<file path="src/rtl/mcfg_pkg.sv">
package mcfg_pkg;
  typedef enum logic [2:0] {
    MT_SDRAM = 3'd0,
    MT_SSRAM = 3'd1,
    MT_ASYNC = 3'd2,
    MT_SYNC  = 3'd3
  } mem_type_e;

  typedef enum logic [2:0] {
    RK_CTRL, RK_POWERON, RK_BMASK, RK_CS, RK_NONE
  } reg_kind_e;

  localparam logic [31:0] TIM_DEF_SDRAM = 32'h0000_0020;
  localparam logic [31:0] TIM_DEF_SSRAM = 32'h0000_0001;
  localparam logic [31:0] TIM_DEF_ASYNC = 32'h0041_2306;
  localparam logic [31:0] TIM_DEF_SYNC  = 32'h0000_0002;

  function automatic logic [31:0] boot_cfg(input logic [31:0] strap);
    logic [31:0] c;
    c = 32'd0;
    c[0]   = 1'b1;
    c[2:1] = strap[1:0];
    c[5:3] = {1'b0, strap[3:2]};
    return c;
  endfunction

  function automatic logic [31:0] boot_tim(input logic [2:0] mt);
    case (mt)
      MT_SDRAM: return TIM_DEF_SDRAM;
      MT_SSRAM: return TIM_DEF_SSRAM;
      MT_ASYNC: return TIM_DEF_ASYNC;
      MT_SYNC:  return TIM_DEF_SYNC;
      default:  return 32'd0;
    endcase
  endfunction
endpackage

</file>
<file path="src/rtl/mcfg_addr_dec.sv">
module mcfg_addr_dec #(
  parameter int          NUM_CS    = 8,
  parameter logic [31:0] BASE_ADDR = 32'h0000_8000,
  localparam int         IDX_W     = $clog2(NUM_CS)
) (
  input  logic [31:0]          addr,
  output mcfg_pkg::reg_kind_e  kind,
  output logic [IDX_W-1:0]     cs_idx,
  output logic                 is_tim
);
  import mcfg_pkg::*;
  localparam logic [31:0] MAP_END = 32'h10 + 32'(8 * NUM_CS);

  logic [31:0] off;
  logic [31:0] cs_off;

  always_comb begin
    off    = {addr[31:2], 2'b00} - BASE_ADDR;
    cs_off = off - 32'h10;
    cs_idx = cs_off[IDX_W+2:3];
    is_tim = off[2];
    if (addr < BASE_ADDR || off >= MAP_END) kind = RK_NONE;
    else if (off == 32'h0)                  kind = RK_CTRL;
    else if (off == 32'h4)                  kind = RK_POWERON;
    else if (off == 32'h8)                  kind = RK_BMASK;
    else if (off >= 32'h10)                 kind = RK_CS;
    else                                    kind = RK_NONE;
  end
endmodule

</file>
<file path="src/rtl/mcfg_cs_slot.sv">
module mcfg_cs_slot #(
  parameter bit IS_BOOT = 1'b0,
  parameter int DLY_W   = 10
) (
  input  logic             clk,
  input  logic             rst,
  input  logic [31:0]      strap_i,
  input  logic             wr_cfg,
  input  logic             wr_tim,
  input  logic [31:0]      wdata,
  output logic [31:0]      cfg_o,
  output logic [31:0]      tim_o,
  output logic [DLY_W-1:0] rd_dly,
  output logic [DLY_W-1:0] wr_dly
);
  import mcfg_pkg::*;
  logic [31:0] cfg_q, tim_q;
  logic [31:0] cfg_rst, tim_rst;

  always_comb begin
    if (IS_BOOT) begin
      cfg_rst = boot_cfg(strap_i);
      tim_rst = boot_tim(cfg_rst[5:3]);
    end else begin
      cfg_rst = 32'd0;
      tim_rst = 32'd0;
    end
  end

  always_ff @(posedge clk) begin
    if (rst) begin
      cfg_q <= cfg_rst;
      tim_q <= tim_rst;
    end else begin
      if (wr_cfg) cfg_q <= wdata;
      if (wr_tim) tim_q <= wdata;
    end
  end

  always_comb begin
    case (cfg_q[5:3])
      MT_ASYNC: begin
        rd_dly = DLY_W'(tim_q[7:0]) + DLY_W'(tim_q[11:8]);
        wr_dly = DLY_W'(tim_q[15:12]) + DLY_W'(tim_q[19:16]) + DLY_W'(tim_q[25:20]);
      end
      MT_SDRAM: begin
        rd_dly = DLY_W'(3) + DLY_W'(tim_q[5:4]);
        wr_dly = DLY_W'(3) + DLY_W'(tim_q[5:4]);
      end
      MT_SSRAM, MT_SYNC: begin
        rd_dly = DLY_W'(2);
        wr_dly = DLY_W'(2);
      end
      default: begin
        rd_dly = '0;
        wr_dly = '0;
      end
    endcase
  end

  assign cfg_o = cfg_q;
  assign tim_o = tim_q;

  // types other than asynchronous have equal read and write delays
  assert_sym_dly_R9: assert property (@(posedge clk) disable iff (rst)
    (cfg_q[5:3] != MT_ASYNC) |-> (rd_dly == wr_dly));
  // a written register holds the written word in the next cycle
  assert_cfg_load_R8: assert property (@(posedge clk) disable iff (rst)
    wr_cfg |=> (cfg_q == $past(wdata)));
endmodule

</file>
<file path="src/rtl/mcfg_regfile.sv">
module mcfg_regfile #(
  parameter int          NUM_CS      = 8,
  parameter int          DLY_W       = 10,
  parameter logic [31:0] BASE_ADDR   = 32'h0000_8000,
  parameter logic [31:0] BMASK_VALID = 32'h0000_00FF,
  localparam int         IDX_W       = $clog2(NUM_CS)
) (
  input  logic                    clk,
  input  logic                    rst,
  input  logic [31:0]             strap_i,
  input  logic                    bus_req,
  input  logic                    bus_we,
  input  logic [31:0]             bus_addr,
  input  logic [31:0]             bus_wdata,
  output logic [31:0]             bus_rdata,
  output logic                    bus_err,
  output logic [NUM_CS-1:0]       dec_en_o,
  output logic [NUM_CS*8-1:0]     dec_cmp_o,
  output logic [7:0]              dec_mask_o,
  output logic [NUM_CS*DLY_W-1:0] dec_rd_dly_o,
  output logic [NUM_CS*DLY_W-1:0] dec_wr_dly_o,
  output logic [NUM_CS-1:0]       cs_upd_o
);
  import mcfg_pkg::*;

  reg_kind_e        kind;
  logic [IDX_W-1:0] cs_idx;
  logic             is_tim;
  logic [31:0]      ctrl_q, bmask_q;
  logic [NUM_CS-1:0] wr_cfg, wr_tim, upd_q;
  logic [31:0]      cfg_w [NUM_CS];
  logic [31:0]      tim_w [NUM_CS];
  logic [31:0]      rd_mux;
  logic             wr_acc;

  mcfg_addr_dec #(.NUM_CS(NUM_CS), .BASE_ADDR(BASE_ADDR)) u_dec (
    .addr(bus_addr), .kind(kind), .cs_idx(cs_idx), .is_tim(is_tim)
  );

  assign wr_acc = bus_req && bus_we;

  always_comb begin
    wr_cfg = '0;
    wr_tim = '0;
    if (wr_acc && kind == RK_CS) begin
      if (is_tim) wr_tim[cs_idx] = 1'b1;
      else        wr_cfg[cs_idx] = 1'b1;
    end
  end

  for (genvar i = 0; i < NUM_CS; i++) begin : g_cs
    mcfg_cs_slot #(.IS_BOOT(i == 0), .DLY_W(DLY_W)) u_slot (
      .clk(clk), .rst(rst), .strap_i(strap_i),
      .wr_cfg(wr_cfg[i]), .wr_tim(wr_tim[i]), .wdata(bus_wdata),
      .cfg_o(cfg_w[i]), .tim_o(tim_w[i]),
      .rd_dly(dec_rd_dly_o[i*DLY_W +: DLY_W]),
      .wr_dly(dec_wr_dly_o[i*DLY_W +: DLY_W])
    );
    assign dec_en_o[i]        = cfg_w[i][0];
    assign dec_cmp_o[i*8 +: 8] = cfg_w[i][23:16];
  end

  always_comb begin
    case (kind)
      RK_CTRL:    rd_mux = ctrl_q;
      RK_POWERON: rd_mux = strap_i;
      RK_BMASK:   rd_mux = bmask_q;
      RK_CS:      rd_mux = is_tim ? tim_w[cs_idx] : cfg_w[cs_idx];
      default:    rd_mux = 32'd0;
    endcase
  end

  always_ff @(posedge clk) begin
    if (rst) begin
      ctrl_q    <= '0;
      bmask_q   <= '0;
      bus_rdata <= '0;
      bus_err   <= 1'b0;
      upd_q     <= '0;
    end else begin
      if (wr_acc && kind == RK_CTRL)  ctrl_q  <= bus_wdata;
      if (wr_acc && kind == RK_BMASK) bmask_q <= bus_wdata & BMASK_VALID;
      bus_rdata <= (bus_req && !bus_we) ? rd_mux : 32'd0;
      bus_err   <= bus_req && (kind == RK_NONE);
      upd_q     <= wr_cfg | wr_tim;
    end
  end

  assign dec_mask_o = bmask_q[7:0];
  assign cs_upd_o   = upd_q;

  // at most one chip select updated per cycle
  assert_upd_onehot_R8: assert property (@(posedge clk) disable iff (rst)
    $onehot0(cs_upd_o));
  // an update pulse always follows a bus write
  assert_upd_after_write_R8: assert property (@(posedge clk) disable iff (rst)
    (cs_upd_o != '0) |-> $past(bus_req && bus_we));
  // an error response carries zero data
  assert_err_zero_R10: assert property (@(posedge clk) disable iff (rst)
    bus_err |-> (bus_rdata == 32'd0));
  // chip select 0 comes out of reset enabled
  assert_boot_en_R6: assert property (@(posedge clk)
    $fell(rst) |-> dec_en_o[0]);
  // invalid mask bits never set
  assert_mask_valid_R4: assert property (@(posedge clk) disable iff (rst)
    (bmask_q & ~BMASK_VALID) == 32'd0);
endmodule

</file>
<file path="config.mk">
export PLATFORM = sky130hd
export DESIGN_NAME = mcfg_regfile
export DESIGN_NICKNAME = d
export VERILOG_FILES = /design/src/rtl/mcfg_pkg.sv /design/src/rtl/mcfg_addr_dec.sv /design/src/rtl/mcfg_cs_slot.sv /design/src/rtl/mcfg_regfile.sv
export SDC_FILE = /design/constraint.sdc
export NUM_CORES = 2
export LEC_CHECK = 0
export BUFFER_PORTS_ARGS = -buffer_cell sky130_fd_sc_hd__buf_2
export CORE_ASPECT_RATIO = 1.1
export CORE_MARGIN = 1.5
export CORE_UTILIZATION = 56
export DETAILED_ROUTE_END_ITERATION = 12
export PLACE_DENSITY_LB_ADDON = 0.3
export SLEW_MARGIN = 20
export SYNTH_ARGS = -nofsm -noshare
export SYNTH_HDL_FRONTEND = slang
export SYNTH_SLANG_ARGS = --single-unit
</file>
<file path="constraint.sdc">
create_clock -name clk -period 4 [get_ports clk]
set_input_delay 0.2 -clock clk [delete_from_list [all_inputs] [get_ports clk]]
set_output_delay 0.2 -clock clk [all_outputs]
set_load 0.005 [all_outputs]
</file>
### Word-level counts from Yosys, hierarchy flattened

Index checks and enable logic that the tools add are counted.

| storage, ports and cells | value |
|---|---|
| output and inout bits | 281 |
| flip-flop bits (word level) | 593 |
| logic and storage cells | 169 |
| memories kept | 0 |
| bits in latches | 0 |
| input bits | 100 |
| bits in read-only memories | 0 |
| RAM bits | 0 |

| cells by class | value |
|---|---|
| reduce and logical (&&, ||, !) cells | 31 |
| $mul | 0 |
| bitwise logic cells | 3 |
| muxes and demuxes | 40 |
| divide/modulo/power cells | 0 |
| shift operators | 0 |
| equal/unequal tests | 33 |
| order comparisons | 6 |
| add/subtract/negate cells | 34 |

Operators by type and width:

| kind | count |
|---|---|
| case mux 10 bit (3 select lines) | 16 |
| case mux 32 bit (4 select lines) | 2 |
| two-way mux 32 bit | 7 |
| binary-select mux 32 bit (select 3 bit) | 2 |
| adder 10 x 6 -> 10 bit | 8 |
| adder 8 x 4 -> 9 bit | 8 |
| == test 3 x 2 -> 1 bit, second input constant | 18 |
| adder 4 x 4 -> 5 bit | 8 |
| == test 32 x 3 -> 1 bit, second input constant | 1 |
| == test 32 x 4 -> 1 bit, second input constant | 1 |
| >= comparator 32 x 5 -> 1 bit, second input constant | 1 |
| >= comparator 32 x 7 -> 1 bit, second input constant | 1 |
| zero test 32 bit | 1 |
| less-than comparator 32 x 16 -> 1 bit, second input constant | 1 |
| two-way mux 8 bit | 4 |
| subtractor 32 x 16 -> 32 bit, second input constant | 1 |
| == test 3 x 1 -> 1 bit, second input constant | 9 |
| zero test 3 bit | 9 |
| adder 2 x 2 -> 3 bit, first input constant | 8 |
| OR reduction 2 bit | 9 |
| two-way mux 3 bit | 5 |
| two-way mux 5 bit | 2 |
| OR 8 bit | 1 |
| logical AND 1 bit | 7 |
| other kinds (15) | 17 |

### Depth between registers and ports, before layout

| depth | value |
|---|---|
| depth in word-level cells | 12 |
| gate-level depth with buffers | 13 |
| depth with buffers taken out | 10 |

### By module

From an unflattened synthesis, not the netlist that was laid out.

| second synthesis, totals | value |
|---|---|
| cells, all modules | 3461 |
| area total of the unflattened synthesis | 31996.9 µm² |

Modules (own cells, without submodules):

| module | area each (µm²) | instances | cells each | seq. area each (µm²) |
|---|---|---|---|---|
| mcfg_cs_slot (g_cs[1].u_slot ...) | 2982.9 | 3 | 310 | 1281.2 |
| mcfg_cs_slot (g_cs[4].u_slot ...) | 2977.9 | 3 | 311 | 1281.2 |
| mcfg_regfile | 7718.7 | 1 | 967 | 1621.6 |
| mcfg_cs_slot (g_cs[0].u_slot) | 3040.4 | 1 | 272 | 1641.6 |
| mcfg_cs_slot (g_cs[6].u_slot) | 2981.6 | 1 | 309 | 1281.2 |
| mcfg_addr_dec | 374.1 | 1 | 50 | 0.0 |

### Worst setup path after synthesis

OpenSTA, ideal clock, no wires.

| timing path | value |
|---|---|
| kind | input-to-reg |
| start point | input port bus_addr[4] |
| end point | register g_cs[0].u_slot.tim_q[0], enable pin |
| slack | 389 ps |
| library setup time | 390 ps |
| data required time | 3610 ps |
| path buffers | 4 |
| cell stages on the path | 11 |
| arrival | 3221 ps |
| cell sequence | buf_2 -> clkinv_1 -> clkbuf_1 -> clkbuf_1 -> ha_1 -> or4_1 -> nand4bb_1 -> clkbuf_1 -> nand4_1 -> nor2_1 -> a41o_1 |

| on the way | value |
|---|---|
| cells in the longest elaborated chain, start to end | 11 |
| elaborated cells between the ends (all ways) | 24 |
| those cells by class | 2 x add/sub; 5 x order compare; 3 x eq/ne; 9 x mux; 5 x reduce/logical |

RTL lines:

| what | RTL line | RTL |
|---|---|---|
| from (decl) | mcfg_regfile.sv:13 | `input logic [31:0] bus_addr,` |
| subtractor 32 x 16 -> 32 bit | mcfg_addr_dec.sv:18 | `off = {addr[31:2], 2'b00} - BASE_ADDR;` |
| >= comparator 32 x 5 -> 1 bit | mcfg_addr_dec.sv:26 | `else if (off >= 32'h10) kind = RK_CS;` |
| two-way mux 3 bit | mcfg_addr_dec.sv:26 |  |
| two-way mux 3 bit | mcfg_addr_dec.sv:25 | `else if (off == 32'h8) kind = RK_BMASK;` |
| two-way mux 3 bit | mcfg_addr_dec.sv:24 | `else if (off == 32'h4) kind = RK_POWERON;` |
| two-way mux 3 bit | mcfg_addr_dec.sv:23 | `else if (off == 32'h0) kind = RK_CTRL;` |
| two-way mux 3 bit | mcfg_addr_dec.sv:22 | `if (addr < BASE_ADDR \|\| off >= MAP_END) kind = RK_NONE;` |
| == test 3 x 2 -> 1 bit | mcfg_regfile.sv:45 | `if (wr_acc && kind == RK_CS) begin` |
| logical AND 1 bit | mcfg_regfile.sv:45 |  |
| two-way mux 8 bit (*) | mcfg_regfile.sv:45 |  |
| nonzero test 2 bit (no line) (*) | - |  |
| to (signal assigned) | mcfg_cs_slot.sv:33 | `tim_q <= tim_rst;` |
| to (signal assigned) | mcfg_cs_slot.sv:36 | `if (wr_tim) tim_q <= wdata;` |
| to (decl) | mcfg_cs_slot.sv:17 | `logic [31:0] cfg_q, tim_q;` |

Every way passes the cells marked *; elsewhere a longest branch is shown, timed or not.
A chain may end at the register's enable or synchronous reset.

### Worst setup path in the final report

| timing path | value |
|---|---|
| start point | register g_cs[6].u_slot.tim_q[12] |
| end point | output port dec_wr_dly_o[62] |

| on the way | value |
|---|---|
| cells in the longest elaborated chain, start to end | 3 |

RTL lines:

| what | RTL line | RTL |
|---|---|---|
| from (decl) | mcfg_cs_slot.sv:17 |  |
| from (signal assigned) | mcfg_cs_slot.sv:33 |  |
| from (signal assigned) | mcfg_cs_slot.sv:36 |  |
| adder 4 x 4 -> 5 bit | mcfg_cs_slot.sv:44 | `wr_dly = DLY_W'(tim_q[15:12]) + DLY_W'(tim_q[19:16]) + DLY_W'(tim_q[25:20]);` |
| adder 10 x 6 -> 10 bit | mcfg_cs_slot.sv:44 |  |
| case mux 10 bit (3 select lines) | mcfg_cs_slot.sv:41 | `case (cfg_q[5:3])` |
| to (decl) | mcfg_regfile.sv:21 | `output logic [NUM_CS*DLY_W-1:0] dec_wr_dly_o,` |

Every way passes these cells.

==> results.yml <==
synth:
  ys_ff_latch: 593
  yosys_warnings: 0
  yosysSeqAreaShare_pct: 35.8
  synthesis.instances: 3758
  synth_common_cells: "557 x dfxtp_1, 470 x a21oi_1, 310 x clkbuf_1"
  syn_area_per_cell_um2: 9.10
  synth_edf_count: 36
  async_flop_share_pct: 0
  yosysMostFrequentCell: "dfxtp_1"
  ys_types: 67
  synth.area.top_cells: "dfxtp_1 33%, mux4_2 10%, a21oi_1 6.9%"
  synth-main-ff-cell: "dfxtp_1"
  netlist.area_leader.share_pct: 32.6
  syn_area_um2: 34200
  yosysTopAreaCell: "dfxtp_1"
clock_network:
  cts_inserted_buffers: 59
  clkTransAtPathRegs_ps: 60
  cts_root_buffer: "clkbuf_16"
  clockBufferDepth: 3
  cts_tree: "yes"
  cts_sinks: 593
  cts-htree-levels: 2
  clkLatencyLatePin_ps: 640
  postCtsSetupBuffers: 0
global_route:
  grt_usage_pct: 36.7
  overflow: 0
  grt_pass1_wl_mm: 179
  antenna_found_initial: 5
  grt_pass1_vias: 29474
  grt_max_degree: 195
setup_path:
  endpoint_kind: "output port"
  crit_arrival_ps: 3460
  required_ps: 3800
  critical_path.max_fanout: 3
  setup.worst_path.start_class: "flop"
  critical_path_class: "reg -> out"
pwr:
  fin_total_pwr_w: 0.0127
  peakVddDrop_mv: 0.351
  p_leak_nw: 15.3
  p_per_area_nw_per_um2: 332
finish:
  layout-area-overhead-vs-synth_pct: 11.6
  fillers: 4909
  drive_gt1_share_pct: 18.1
  fin_nets: 4084
  fin_area_um2: 38200
route:
  drc_errors: 0
  first_iter_violations: 4488
  ant_nets: 0
  dr_total_vias: 31185
  vias_per_cell: 6.64
  drt-wirelength-per-cell_um: 25.3
  firstDrtPassIters: 6
  drt-total-wl_mm: 119
place:
  gp_congestion: 0.943
  placed_cell_area_um2: 35800
  portBuffers: 346
  dp_hpwl_mm: 79.8
sta:
  finClkSkew_ps: 15.7
  max_freq_mhz: 273
  period_needed_ps: 3660
  min_period_over_period_pct: 91.5
  setup_viol: 0
  worst_slew_pin_slew_ps: 972
  maxSlewHeadroom_pct: 35.2
  rsz0062_at_grt: "no"
  finalSetupTns_ps: 0
  finalHoldViolations: 0
  maxSlewViolCount: 0
run_status:
  status: "finished, final reports clean"
floorplanning:
  io_pins: 381
  row_count: 94
  dieArea_um2: 62600
  coreArea_um2: 60100
  die_w_um: 239
  initial_core_util_pct: 56.9
  chipHeight_um: 262
job:
  max-cap-violations: 0
min_path:
  hold_path.class: "in -> reg"
==> registers in the layout, summed over array words and instances (netlist names) <==
register / count
bmask_q: 8
bus_err: 1
bus_rdata: 32
cs_upd_o: 8
ctrl_q: 32
g_cs.u_slot.cfg_o: 256
g_cs.u_slot.tim_o: 256
==> where the power goes <==
part           switching (W)  internal (W)  total [W]
sequential         0.0000258       0.00600    0.00602
combinational       0.000679      0.000399    0.00108
clock                0.00248       0.00308    0.00556
total                0.00318       0.00947     0.0127
==> metal layers <==
layer	routed length [um]	up-vias	global-route usage, %
met4	6320	8	18.1
li1	-	13733	-
met2	53000	2098	56.1
met1	44900	14952	49.1
met5	50	-	0
met3	14400	394	8.10
==> timing repair <==
| action | in CTS | in global routing |
|---|---|---|
| hold buffers | 51 | 0 |
| hold endpoints to repair | 218 | 0 |
| gates resized for setup | 0 | 0 |
==> final cells by class <==
type	instances	area, um^2	share of cell area, %
Tap cell	816	1020	2.67
Multi-Input combinational cell	2608	19500	51.1
Antenna cell	1	2.50	0.00655
Timing Repair Buffer	483	3220	8.43
Clock buffer	83	1660	4.34
Clock inverter	25	224	0.587
Sequential cell	593	12200	32.0
Inverter	87	327	0.855
==> layout by cell type (no fill, tap or decap), types with 61 or more instances in the layout <==
master / Yosys / routed
o21ai_0: 213 / 213
buf_2: 50 / 344
inv_1: 86 / 86
mux4_2: 152 / 152
ha_1: 128 / 127
nand3_1: 301 / 298
a21oi_1: 470 / 470
nand2_1: 90 / 89
dfxtp_1: 557 / 557
nor2_1: 111 / 109
buf_4: 104 / 61
nand4_1: 163 / 163
nand2b_1: 222 / 222
mux2i_1: 169 / 169
o31ai_1: 128 / 128
==> final timing paths <==
kind	end	startpoint	slack, ps	cells past startpoint
worst max-delay path	dec_wr_dly_o[62]	g_cs[6].u_slot.tim_o[12]	340	8
worst min-delay path	bus_rdata[13]	strap_i[13]	20	4
worst max register to register	bus_rdata[4]	g_cs[7].u_slot.cfg_o[4]	2040	5
worst min register to register	g_cs[1].u_slot.cfg_o[10]	g_cs[1].u_slot.cfg_o[10]	460	2
==> per-stage QoR <==
step                      hold WS (ps)  utilization [%]  std cells  setup WS, ps
after detailed placement           455             59.5       4536           656
after global routing              14.3             63.5       4696           378
after floorplan                    354                -       3789           389
final                             22.7             63.5       4696           339
after global placement             448             59.5       4536           711
after CTS                       0.0224             63.5       4695           327
==> kinds of logic after synthesis <==
logic type / Yosys count / share of synthesized area, %
multiplexers: 329 / 15.2
XOR/XNOR: 90 / 2.30
AND/OR/NAND/NOR: 1032 / 16.4
AO/OA/AOI/OAI: 973 / 16.4
flip-flops: 593 / 35.8
other: 1 / 0.0110
buffers and inverters: 588 / 7.84
adder cells (fa/ha/maj): 152 / 6.09
==> critical path: stages (launching register included) <==
cell and delay [ps]:
dfxtp_1 330, ha_1 250, fa_1 560, inv_1 70, fa_1 430, xnor2_1 500
a21oi_1 160, nor3_1 330, buf_2 190
No activity file was read; power rests on OpenSTA's default activity.
